## src/rtl/nib_mul_pkg.sv

```systemverilog
package nib_mul_pkg;
    localparam int XLEN       = 32;
    localparam int DIGIT_W    = 4;
    localparam int IMM_W      = 16;
    localparam int ISSUE_CYC  = 11;
    localparam int RESULT_LAT = 2;

    function automatic logic [XLEN-1:0] sext_imm(input logic [IMM_W-1:0] v);
        return {{(XLEN-IMM_W){v[IMM_W-1]}}, v};
    endfunction
endpackage

```

## src/rtl/nib_mul_pp.sv

```systemverilog
module nib_mul_pp #(
    parameter int WIDTH = nib_mul_pkg::XLEN,
    parameter int DIGIT = nib_mul_pkg::DIGIT_W
) (
    input  logic [WIDTH-1:0] mcand,
    input  logic [DIGIT-1:0] digit,
    output logic [WIDTH-1:0] prod
);
    logic [WIDTH-1:0] term [DIGIT];

    for (genvar i = 0; i < DIGIT; i++) begin : g_term
        assign term[i] = digit[i] ? (mcand << i) : '0;
    end

    always_comb begin
        prod = '0;
        for (int i = 0; i < DIGIT; i++) begin
            prod = prod + term[i];
        end
    end
endmodule

```

## src/rtl/nib_mul_seq.sv

```systemverilog
module nib_mul_seq #(
    parameter int  STEPS      = 8,
    parameter int  TOTAL      = nib_mul_pkg::ISSUE_CYC + nib_mul_pkg::RESULT_LAT,
    parameter bit  HW_PRESENT = 1'b1
) (
    input  logic clk,
    input  logic rst_n,
    input  logic start,
    output logic accept,
    output logic step_en,
    output logic finish,
    output logic busy,
    output logic valid,
    output logic exc
);
    localparam int CNT_W = $clog2(TOTAL);

    typedef struct packed {
        logic             busy;
        logic [CNT_W-1:0] cnt;
        logic             valid;
        logic             exc;
    } seq_t;

    seq_t s_d, s_q;

    assign accept  = start && !s_q.busy && HW_PRESENT;
    assign step_en = s_q.busy && (s_q.cnt < CNT_W'(STEPS));
    assign finish  = s_q.busy && (s_q.cnt == CNT_W'(TOTAL - 1));
    assign busy    = s_q.busy;
    assign valid   = s_q.valid;
    assign exc     = s_q.exc;

    always_comb begin
        s_d       = s_q;
        s_d.valid = 1'b0;
        s_d.exc   = 1'b0;
        if (!s_q.busy) begin
            if (start) begin
                if (HW_PRESENT) begin
                    s_d.busy = 1'b1;
                    s_d.cnt  = '0;
                end else begin
                    s_d.exc = 1'b1;
                end
            end
        end else if (finish) begin
            s_d.busy  = 1'b0;
            s_d.valid = 1'b1;
            s_d.cnt   = '0;
        end else begin
            s_d.cnt = s_q.cnt + 1'b1;
        end
    end

    always_ff @(posedge clk or negedge rst_n) begin
        if (!rst_n) s_q <= '0;
        else        s_q <= s_d;
    end

    // a completion pulse only ends a busy window and lasts one cycle
    assert_valid_after_busy_R4: assert property (@(posedge clk) disable iff (!rst_n)
        valid |-> ($past(busy) && !$past(valid)));
    // busy drops only into a completion
    assert_busy_ends_in_valid_R5: assert property (@(posedge clk) disable iff (!rst_n)
        $fell(busy) |-> valid);
    // a strobe during busy does not shorten or restart the window
    assert_start_ignored_R6: assert property (@(posedge clk) disable iff (!rst_n)
        (busy && !finish) |=> (busy && !valid));
    // an exception needs a strobe on the previous edge and never meets a result
    assert_exc_from_start_R8: assert property (@(posedge clk) disable iff (!rst_n)
        exc |-> ($past(start) && !valid && !busy));
endmodule

```

## src/rtl/nib_mul_unit.sv

```systemverilog
module nib_mul_unit #(
    parameter int WIDTH      = nib_mul_pkg::XLEN,
    parameter int DIGIT      = nib_mul_pkg::DIGIT_W,
    parameter int IMM_BITS   = nib_mul_pkg::IMM_W,
    parameter int ISSUE      = nib_mul_pkg::ISSUE_CYC,
    parameter int LATENCY    = nib_mul_pkg::RESULT_LAT,
    parameter bit HW_PRESENT = 1'b1
) (
    input  logic                clk,
    input  logic                rst_n,
    input  logic                start,
    input  logic                use_imm,
    input  logic [WIDTH-1:0]    op_a,
    input  logic [WIDTH-1:0]    op_b,
    input  logic [IMM_BITS-1:0] imm,
    output logic                busy,
    output logic                result_valid,
    output logic [WIDTH-1:0]    result,
    output logic                illegal_exc
);
    localparam int STEPS = WIDTH / DIGIT;
    localparam int TOTAL = ISSUE + LATENCY;

    typedef struct packed {
        logic [WIDTH-1:0] acc;
        logic [WIDTH-1:0] mcand;
        logic [WIDTH-1:0] mplier;
        logic [WIDTH-1:0] res;
    } dp_t;

    dp_t              dp_d, dp_q;
    logic             accept, step_en, finish;
    logic [WIDTH-1:0] pp;
    logic [WIDTH-1:0] b_eff;

    assign b_eff = use_imm ? {{(WIDTH-IMM_BITS){imm[IMM_BITS-1]}}, imm} : op_b;

    nib_mul_seq #(.STEPS(STEPS), .TOTAL(TOTAL), .HW_PRESENT(HW_PRESENT)) u_seq (
        .clk(clk), .rst_n(rst_n), .start(start),
        .accept(accept), .step_en(step_en), .finish(finish),
        .busy(busy), .valid(result_valid), .exc(illegal_exc)
    );

    nib_mul_pp #(.WIDTH(WIDTH), .DIGIT(DIGIT)) u_pp (
        .mcand(dp_q.mcand), .digit(dp_q.mplier[DIGIT-1:0]), .prod(pp)
    );

    always_comb begin
        dp_d = dp_q;
        if (accept) begin
            dp_d.acc    = '0;
            dp_d.mcand  = op_a;
            dp_d.mplier = b_eff;
        end else if (step_en) begin
            dp_d.acc    = dp_q.acc + pp;
            dp_d.mcand  = dp_q.mcand << DIGIT;
            dp_d.mplier = dp_q.mplier >> DIGIT;
        end
        if (finish) dp_d.res = dp_q.acc;
    end

    always_ff @(posedge clk or negedge rst_n) begin
        if (!rst_n) dp_q <= '0;
        else        dp_q <= dp_d;
    end

    assign result = dp_q.res;

    // the result register changes only together with a completion pulse
    assert_result_held_R7: assert property (@(posedge clk) disable iff (!rst_n)
        !result_valid |-> $stable(result));

    if (!HW_PRESENT) begin : g_absent
        // an absent multiplier never reports a result nor goes busy
        assert_absent_no_result_R8: assert property (@(posedge clk) disable iff (!rst_n)
            !result_valid && !busy);
    end
endmodule

```

## config.mk

```make
export PLATFORM = sky130hd
export DESIGN_NAME = nib_mul_unit
export DESIGN_NICKNAME = d
export VERILOG_FILES = /design/src/rtl/nib_mul_pkg.sv /design/src/rtl/nib_mul_pp.sv /design/src/rtl/nib_mul_seq.sv /design/src/rtl/nib_mul_unit.sv
export SDC_FILE = /design/constraint.sdc
export NUM_CORES = 1
export LEC_CHECK = 0
export BUFFER_PORTS_ARGS = -buffer_cell sky130_fd_sc_hd__buf_2
export CORE_ASPECT_RATIO = 0.8
export CORE_MARGIN = 4
export CORE_UTILIZATION = 43
export CTS_CLUSTER_DIAMETER = 120
export DETAILED_ROUTE_END_ITERATION = 8
export SLEW_MARGIN = 20
export SYNTH_ARGS = -nofsm -noshare
export SYNTH_HDL_FRONTEND = slang
export SYNTH_SLANG_ARGS = --single-unit
```

## constraint.sdc

```tcl
create_clock -name clk -period 5.7 [get_ports clk]
set_clock_uncertainty 0.1 [all_clocks]
set_input_delay 0.57 -clock clk [delete_from_list [all_inputs] [get_ports clk]]
set_output_delay 0.57 -clock clk [all_outputs]
set_load 0.01 [all_outputs]
```

==> flow_metrics.py, run 1 <==
metrics = {
    "critical_path": {
        "worstPathCellList": "buf_4 > nand2_1 > fa_1 > inv_1 > fa_1 > inv_1 > fa_1 > inv_1 > ha_1 > a21o_1 > a21o_1 > a31oi_1 > nand2b_1 > a31oi_1 > or3_1 > a32o_1",
        "r2r-start": "dp_q[34]",
        "required_ns": 5.91,
        "r2r_cells": 16,
        "r2r-end": "dp_q[127]",
        "rrSetupSlack_ns": 0.69,
        "crit_path_top_delay_cell": "dfrtp_1",
        "path_buf_inv": 4,
        "critPathMaxStageDelay_ns": 0.81,
        "cp-end-kind": "flip-flop",
        "crit_path_max_fanout": 17,
        "cpLargestDelayFamily": "adder cells",
        "crit_type": "flip-flop to flip-flop",
        "critPathLaunchType": "flip-flop",
        "arrival_ns": 5.21,
    },
    "clock_network": {
        "clk_pin_slew_ns": 0.06,
        "cts-resized-gates": 0,
        "cts_setup_buffers": 0,
        "htreeDepth": 4,
        "clock-sinks": 134,
        "cts_buffer_depth": 2,
        "cts_hold_buffers": 0,
        "clockRootBuffer": "clkbuf_16",
        "clk_latency_ns": 0.43,
        "cts_tree": "built",
        "cts_made_buffers": 17,
    },
    "timing": {
        "finalSetupViolCount": 0,
        "final_max_slew_viol_count": 0,
        "rsz0062_at_grt": "false",
        "fin_tns_setup_ns": 0,
        "worstMarginPinSlew_ns": 1.01,
        "fmaxAchievable_mhz": 200,
        "slew_headroom": 0.325,
        "hold_viol": 0,
        "period_needed_ns": 5.01,
        "period_share": 0.879,
    },
    "power_and_ir_drop": {
        "p_leak_uw": 0.00601,
        "finalPower_uw": 5480,
        "power_density_nw_per_um2": 469,
        "max-vdd-ir-drop_v": 0.000233,
    },
    "routing": {
        "detailroute.via_count": 8167,
        "wirelength_mm": 26.1,
        "drt-initial-drc-count": 562,
        "drc": 0,
        "viasPerCell": 5.20,
        "ant_nets": 0,
        "wl_per_cell_um": 16.6,
        "drt-pass1-iter-count": 6,
    },
    "global_routing": {
        "gr-total-overflow": 0,
        "first_global_vias": 8067,
        "grt_max_degree": 87,
        "track_usage": 0.201,
        "grt_pass1_wl_mm": 43.5,
        "antenna_found_initial": 0,
    },
    "synth": {
        "synth.yosys.seq_area_share": 0.322,
        "synth_cells": 1191,
        "synth_cell_types": 61,
        "async_reset_ff_frac": 1.00,
        "ys_seq_elements": 134,
        "synth_fp_nets": 1396,
        "yosys_warnings": 0,
        "avgSynthCellArea_um2": 8.75,
        "syn_area_um2": 10400,
        "synthFlopType": "dfrtp_1",
        "synth_edf_count": 0,
    },
    "finish": {
        "n_antenna_cell": 0,
        "nets": 1453,
        "seq_area_um2": 3350,
        "multi_input_area_um2": 5860,
        "syn_to_final_growth_pct": 12.0,
        "fill_cells": 2323,
        "drive_above_1_share": 0.144,
    },
    "job": {
        "cap_violations": 0,
    },
    "floorplanning": {
        "rows": 50,
        "dieArea_um2": 26800,
        "die_height_um": 147,
        "ios": 119,
        "start_util": 0.441,
        "fp.dieW_um": 182,
        "coreArea_um2": 23600,
    },
    "place": {
        "finalWeightedCongestion": 0.837,
        "hpwl_mm": 18.1,
        "portBuffers": 117,
    },
    "min_path": {
        "hold_path.class": "input port to asynchronous set/reset pin",
    },
    "status": {
        "status": "completed",
    },
}
## worst max-delay path by stage
stage	from	to	slack (ns)	cells after the start
4_1_cts	dp_q[34]	dp_q[124]	0.66	15
2_1_floorplan	dp_q[35]	dp_q[115]	1.29	18
3_5_place_dp	dp_q[34]	dp_q[124]	0.68	15
3_3_place_gp	dp_q[34]	dp_q[124]	0.84	15
5_1_grt	dp_q[34]	dp_q[124]	0.34	15
6_report	dp_q[34]	dp_q[127]	0.69	16
## cell type report
| cell class | count | share of cell area |
|---|---|---|
| multi-input combinational | 760 | 0.502 |
| sequential | 134 | 0.287 |
| inverter | 207 | 0.0665 |
| timing repair buffer | 128 | 0.0578 |
| clock buffer | 24 | 0.0430 |
| tap | 312 | 0.0334 |
| clock inverter | 7 | 0.0101 |
## registers in the layout (all words and copies together), names as in the netlist
name and cells:
dp_q 96, result 32, u_seq.s_q 4, u_seq.busy 1, u_seq.valid 1
## cells in the final DEF, fill, tap and decap left out, types with 4 or more instances in the layout
cell,Yosys,routed
nand3_1,10,10
nor3_1,7,7
nand2b_1,21,21
buf_2,1,116
nand4_1,4,4
mux2_2,6,6
fa_1,88,88
a221o_1,12,12
clkbuf_8,0,5
mux2i_1,11,11
nand2_1,227,226
xnor2_1,14,14
a31oi_1,14,14
inv_1,207,207
a21oi_1,33,33
a22oi_1,37,37
buf_4,33,11
a22o_1,11,11
xor2_1,8,8
a32o_1,4,4
or3_1,6,6
o21ai_0,72,72
clkbuf_16,0,17
o31ai_1,7,7
nor2b_1,12,10
a211oi_1,13,13
ha_1,33,33
and2_1,36,36
o2111ai_1,4,4
dfrtp_1,134,134
a21o_1,10,10
nor2_1,18,17
## synth_stat cells (3+ instances only)
library cell / number / area, um^2
dfrtp_1: 134 / 3350
ha_1: 33 / 413
fa_1: 88 / 1760
a21o_1: 10 / 75.1
a221o_1: 12 / 120
nor2_1: 18 / 67.6
nor2b_1: 12 / 75.1
inv_1: 207 / 777
nand3_1: 10 / 50.1
buf_1: 5 / 18.8
o31ai_1: 7 / 52.6
a22oi_1: 37 / 278
a21oi_2: 3 / 26.3
nand2_1: 227 / 852
o2111ai_1: 4 / 35.0
a21oi_1: 33 / 165
mux2_2: 6 / 67.6
a32o_1: 4 / 40.0
a211oi_1: 13 / 97.6
clkbuf_1: 51 / 191
and3_1: 3 / 18.8
a22o_1: 11 / 96.3
nand4_1: 4 / 25.0
o21ai_1: 3 / 15.0
nand2b_1: 21 / 131
mux2i_1: 11 / 110
o21ai_0: 72 / 360
xnor2_1: 14 / 123
and2_1: 36 / 225
buf_4: 33 / 248
or3_1: 6 / 37.5
nor3_1: 7 / 35.0
xor2_1: 8 / 70.1
a31oi_1: 14 / 87.6
## power breakdown
group	switching (uW)	internal (uW)	leakage [uW]
logic	1660	991	0.00395
registers	347	1300	0.00176
clock network	435	744	0.000295
total	2440	3040	0.00601
## per-layer routing
metal	wire, um	share of wire	track usage
met5	0	0	0
met4	240	0.0092	0.0394
met3	1230	0.047	0.0369
met2	11600	0.45	0.305
met1	13000	0.50	0.304
## worst register-to-register path, cell delays in order (launching register included)
cell and delay [ns]:
dfrtp_1 0.81, buf_4 0.38, nand2_1 0.11, fa_1 0.51
inv_1 0.05, fa_1 0.47, inv_1 0.05, fa_1 0.47
inv_1 0.04, ha_1 0.32, a21o_1 0.19, a21o_1 0.22
a31oi_1 0.19, nand2b_1 0.24, a31oi_1 0.13, or3_1 0.36
a32o_1 0.26
## metrics by stage
stage               hold WS, ns  instances  area (um^2)  setup slack, ns   util
finish                   0.0847       1572        11700            0.691  0.494
global route              0.184       1572        11700            0.344  0.494
CTS                       0.157       1572        11700            0.661  0.494
detailed placement        0.365       1541        11100            0.679  0.467
global placement          0.358       1541        11100            0.845  0.467
floorplan                 0.174       1191        10400             1.29      -
## logic make-up (layout without fill, tap and decap cells)
| family | Yosys count | count (layout) | synth area share |
|---|---|---|---|
| and+or+nand+nor | 356 | 356 | 0.154 |
| muxes | 17 | 17 | 0.0170 |
| AOI/OAI and AO/OA | 243 | 243 | 0.161 |
| adders and majority gates | 121 | 121 | 0.209 |
| DFF | 134 | 134 | 0.322 |
| buffers and inverters | 297 | 366 | 0.119 |
| other | 1 | 1 | 0.000360 |
| xor gates and xnor gates | 22 | 22 | 0.0185 |
Power figures use the tool's default switching activity.
==> inputs of run 2 (changes only) <==
--- a/config.mk
+++ b/config.mk
@@ -11,6 +11,7 @@
 export CORE_UTILIZATION = 43
 export CTS_CLUSTER_DIAMETER = 120
 export DETAILED_ROUTE_END_ITERATION = 8
+export MAX_ROUTING_LAYER = met4
 export SLEW_MARGIN = 20
 export SYNTH_ARGS = -nofsm -noshare
 export SYNTH_HDL_FRONTEND = slang
==> run 2 against run 1 <==
Against the previous run: via count barely moved; critical endpoint is now dp_q[124]; sequential cell count did not move; sequential share of layout area did not move; largest power group unchanged; worst hold slack improved by 0.0013 ns; highest routed layer unchanged; routed wire length fell by 0.14%.
==> flow_metrics.py, run 2 (synthesis gave the netlist of run 1 again) <==
metrics = {
    "routing": {
        "drt-initial-drc-count": 541,
        "viasPerCell": 5.19,
        "wl_per_cell_um": 16.6,
        "drt-pass1-iter-count": 5,
        "wirelength_mm": 26.1,
        "ant_nets": 0,
        "drc": 0,
        "detailroute.via_count": 8159,
    },
    "timing": {
        "fin_tns_setup_ns": 0,
        "finalSetupViolCount": 0,
        "final_max_slew_viol_count": 0,
        "rsz0062_at_grt": "false",
        "period_needed_ns": 5.01,
        "fmaxAchievable_mhz": 200,
        "setup_slack_ns": 0.690,
        "period_share": 0.879,
        "worstMarginPinSlew_ns": 1.01,
        "slew_headroom": 0.325,
        "hold_viol": 0,
    },
    "clock_network": {
        "cts_made_buffers": 17,
        "htreeDepth": 4,
        "clock-sinks": 134,
        "clk_pin_slew_ns": 0.06,
        "cts_tree": "built",
        "cts-resized-gates": 0,
        "cts_hold_buffers": 0,
        "clockRootBuffer": "clkbuf_16",
        "cts_buffer_depth": 2,
        "clk_latency_ns": 0.43,
        "cts_setup_buffers": 0,
    },
    "global_routing": {
        "gr-total-overflow": 0,
        "grt_max_degree": 87,
        "first_global_vias": 8069,
        "track_usage": 0.208,
        "antenna_found_initial": 0,
        "grt_pass1_wl_mm": 43.5,
    },
    "status": {
        "status": "completed",
    },
    "place": {
        "pre_cts_slack_ns": 0.679,
        "finalWeightedCongestion": 0.850,
        "portBuffers": 117,
        "hpwl_mm": 18.1,
    },
    "job": {
        "cap_violations": 0,
    },
    "power_and_ir_drop": {
        "clkPwrFrac": 0.215,
        "power_density_nw_per_um2": 469,
        "p_leak_uw": 0.00601,
        "p_sw_uw": 2440,
        "p_seq_frac": 0.301,
        "swShare": 0.445,
        "p_int_uw": 3040,
        "p_comb_frac": 0.483,
        "max-vdd-ir-drop_v": 0.000232,
    },
    "finish": {
        "syn_to_final_growth_pct": 12.0,
        "layout_common_cells": "226 x nand2_1, 207 x inv_1, 134 x dfrtp_1, 116 x buf_2, 88 x fa_1",
        "drive_above_1_share": 0.144,
        "largest_reg_flops": 96,
        "final_common_cell": "nand2_1",
        "nets": 1453,
        "largest_register": "dp_q",
        "n_antenna_cell": 0,
    },
    "floorplanning": {
        "ios": 119,
        "die_height_um": 147,
        "coreArea_um2": 23600,
        "dieArea_um2": 26800,
        "start_util": 0.441,
        "rows": 50,
        "fp.dieW_um": 182,
    },
    "critical_path": {
        "crit_type": "flip-flop to flip-flop",
        "cp-end-kind": "flip-flop",
        "required_ns": 5.91,
        "critPathLaunchType": "flip-flop",
        "arrival_ns": 5.22,
        "crit_path_max_fanout": 17,
    },
    "min_path": {
        "hold_path.class": "input port to asynchronous set/reset pin",
    },
}
run 2: cell counts in the layout (fill, tap and decap cells not counted):
No cell type changed its count.
run 2: power groups by stage:
stage | clock network (uW) | logic (uW) | registers (uW)
final | 1180 | 2650 | 1650
after global routing | 1240 | 3050 | 1700
after CTS | 1210 | 2670 | 1660
after detailed placement | 0 | 2650 | 1660
after global placement | 0 | 2590 | 1660
after floorplan | 0 | 2100 | 1510
run 2: stage by stage:
step	total power, uW	cells	cell area (um^2)	util	hold slack [ns]
after floorplan	3610	1191	10400	-	0.174
after global placement	4260	1541	11100	0.467	0.358
after detailed placement	4310	1541	11100	0.467	0.365
after CTS	5530	1572	11700	0.494	0.157
after global routing	5990	1572	11700	0.494	0.185
final	5480	1572	11700	0.494	0.0860
run 2: layout make-up:
cell class                      instances  area [um^2]
Multi-Input combinational cell        760         5860
Clock buffer                           24          502
Inverter                              207          777
Tap cell                              312          390
Sequential cell                       134         3350
Fill cell                            2323        12000
Clock inverter                          7          118
Timing Repair Buffer                  128          674
run 2: worst paths after layout:
check	startpoint	end	slack, ns	cells after the start
max	dp_q[34]	dp_q[124]	0.69	15
max in group asynchronous	rst_n	dp_q[60]	4.22	2
min reg2reg	result[10]	result[10]	0.37	2
min	rst_n	u_seq.s_q[4]	0.09	1
min in group clk	op_a[20]	dp_q[84]	0.27	3
max reg2reg	dp_q[34]	dp_q[124]	0.69	15
run 2: critical path: stages (launching register included):
cell and delay, ns:
dfrtp_1 0.82, nand2_1 0.14, fa_1 0.51, inv_1 0.05, fa_1 0.53, inv_1 0.05
fa_1 0.59, inv_1 0.06, ha_1 0.30, a211oi_1 0.36, o21bai_2 0.16, o2111ai_2 0.35
o21ai_2 0.18, a21oi_2 0.23, nor4_1 0.08, or3_1 0.38
run 2: routing by layer:
layer	track usage	vias to the layer above	wire [um]
met4	0.0428	0	187
met5	-	-	0
met2	0.305	151	11700
met3	0.0354	13	1070
li1	-	3920	-
met1	0.304	4075	13100
==> inputs of run 3 (changes only) <==
--- a/config.mk
+++ b/config.mk
@@ -11,6 +11,7 @@
 export CORE_UTILIZATION = 43
 export CTS_CLUSTER_DIAMETER = 120
 export DETAILED_ROUTE_END_ITERATION = 8
+export GPL_TIMING_DRIVEN = 0
 export MAX_ROUTING_LAYER = met4
 export SLEW_MARGIN = 20
 export SYNTH_ARGS = -nofsm -noshare
==> run 3 against run 2 <==
Against the previous run: sequential power about the same; critical endpoint is now dp_q[127]; first-iteration DRC count grew 40%; die area unchanged; non-clock buffer count up 81; sequential cell count unchanged; largest power group unchanged; global-route usage is 2.9 points higher.
==> flow_metrics.py, run 3 (synthesis gave the netlist of run 1 again) <==
metrics = {
    "power_and_ir_drop": {
        "power_density_nw_per_um2": 479,
        "max-vdd-ir-drop_v": 0.000275,
        "p_leak_uw": 0.00620,
    },
    "finish": {
        "largest_register": "dp_q",
        "syn_to_final_growth_pct": 15.9,
        "largest_reg_flops": 96,
        "seq_area_um2": 3350,
        "multi_input_area_um2": 5830,
        "layout_common_cells": "227 x nand2_1, 207 x inv_1, 134 x dfrtp_1, 117 x buf_2, 88 x fa_1",
        "fill_cells": 2261,
        "final_common_cell": "nand2_1",
        "drive_above_1_share": 0.152,
        "nets": 1534,
        "n_antenna_cell": 0,
    },
    "clock_network": {
        "clock-sinks": 134,
        "clockRootBuffer": "clkbuf_16",
        "cts_tree": "built",
        "clk_pin_slew_ns": 0.06,
        "htreeDepth": 4,
        "clk_latency_ns": 0.43,
        "cts_buffer_depth": 2,
        "cts_made_buffers": 17,
    },
    "timing": {
        "hold_viol": 0,
        "final_max_slew_viol_count": 0,
        "setup_slack_ns": 0.255,
        "fin_tns_setup_ns": 0,
        "slew_headroom": 0.445,
        "finalSetupViolCount": 0,
        "period_share": 0.955,
        "worstMarginPinSlew_ns": 0.832,
        "period_needed_ns": 5.45,
        "hold_slack_ns": 0.272,
        "fmaxAchievable_mhz": 184,
        "rsz0062_at_grt": "false",
    },
    "routing": {
        "wirelength_mm": 29.6,
        "wl_per_cell_um": 17.9,
        "drt-pass1-iter-count": 5,
        "drc": 0,
        "drt-initial-drc-count": 757,
        "viasPerCell": 5.23,
        "ant_nets": 0,
        "detailroute.via_count": 8646,
    },
    "critical_path": {
        "critPathLaunchType": "flip-flop",
        "arrival_ns": 5.65,
        "path_buf_inv": 5,
        "cpLargestDelayFamily": "adder cells",
        "crit_type": "flip-flop to flip-flop",
        "critPathMaxStageDelay_ns": 0.57,
        "crit_path_top_delay_cell": "clkbuf_1",
        "worstPathCellList": "clkbuf_1 > clkbuf_1 > nand2_1 > fa_1 > inv_1 > fa_1 > inv_1 > fa_1 > inv_1 > ha_1 > a21o_1 > a21o_1 > a31oi_1 > nand2b_1 > a31oi_1 > or3_1 > a32o_1",
        "crit_path_max_fanout": 10,
        "required_ns": 5.91,
        "cp-end-kind": "flip-flop",
    },
    "floorplanning": {
        "die_height_um": 147,
        "coreArea_um2": 23600,
        "start_util": 0.441,
        "ios": 119,
        "rows": 50,
        "dieArea_um2": 26800,
        "fp.dieW_um": 182,
    },
    "global_routing": {
        "antenna_found_initial": 0,
        "first_global_vias": 8991,
        "grt_pass1_wl_mm": 48.8,
        "gr-total-overflow": 0,
        "grt_max_degree": 89,
        "track_usage": 0.237,
    },
    "place": {
        "finalWeightedCongestion": 0.944,
        "hpwl_mm": 22.6,
        "pre_cts_slack_ns": 0.400,
        "portBuffers": 117,
    },
    "job": {
        "cap_violations": 0,
    },
    "min_path": {
        "hold_path.class": "input port to flip-flop",
    },
    "status": {
        "status": "completed",
    },
}
-- run 3: timing repair --
item | in CTS | in global routing
gates resized for setup | 0 | 0
endpoints found under the hold margin | 46 | 0
hold buffers | 1 | 0
setup buffers | 0 | 0
-- run 3: tightest hold or removal path, cell delays in order --
cell,delay (ns)
buf_2,0.07
a22oi_1,0.06
nand2_1,0.06
-- run 3: path summary, 6_finish.rpt --
check	from	endpoint	slack, ns	cells after the start
worst max-delay path	dp_q[35]	dp_q[127]	0.25	17
worst min-delay path	op_a[20]	dp_q[84]	0.27	3
worst max register to register	dp_q[35]	dp_q[127]	0.25	17
worst min register to register	result[10]	result[10]	0.38	2
max in group asynchronous	rst_n	dp_q[127]	4.18	3
min in group asynchronous	rst_n	result[1]	0.53	2
-- run 3: area by class of cell --
cell class / instances / share of cell area
sequential: 134 / 0.278
timing repair buffer: 119 / 0.0524
clock inverter: 14 / 0.0166
tap: 312 / 0.0323
clock buffer: 18 / 0.0355
buffer: 90 / 0.0383
inverter: 207 / 0.0643
multi-input combinational: 760 / 0.483
-- run 3: stage by stage --
stage	instance area, um^2	instances	total power [uW]	util
global route	12100	1654	6320	0.511
global placement	11400	1620	4510	0.482
finish	12100	1654	5790	0.511
floorplan	10400	1191	3610	-
detailed placement	11400	1621	4570	0.484
CTS	12100	1654	5810	0.511
-- run 3: layer usage --
| metal | wire length, um | part of all wire | GRT usage |
|---|---|---|---|
| met5 | 0 | 0 | - |
| met4 | 454 | 0.015 | 0.0540 |
| met3 | 1620 | 0.055 | 0.0344 |
| met2 | 13200 | 0.45 | 0.352 |
| met1 | 14300 | 0.48 | 0.344 |
-- run 3: power by group --
part | switching [uW] | internal [uW]
Clock | 459 | 737
Sequential | 340 | 1300
Combinational | 1830 | 1120
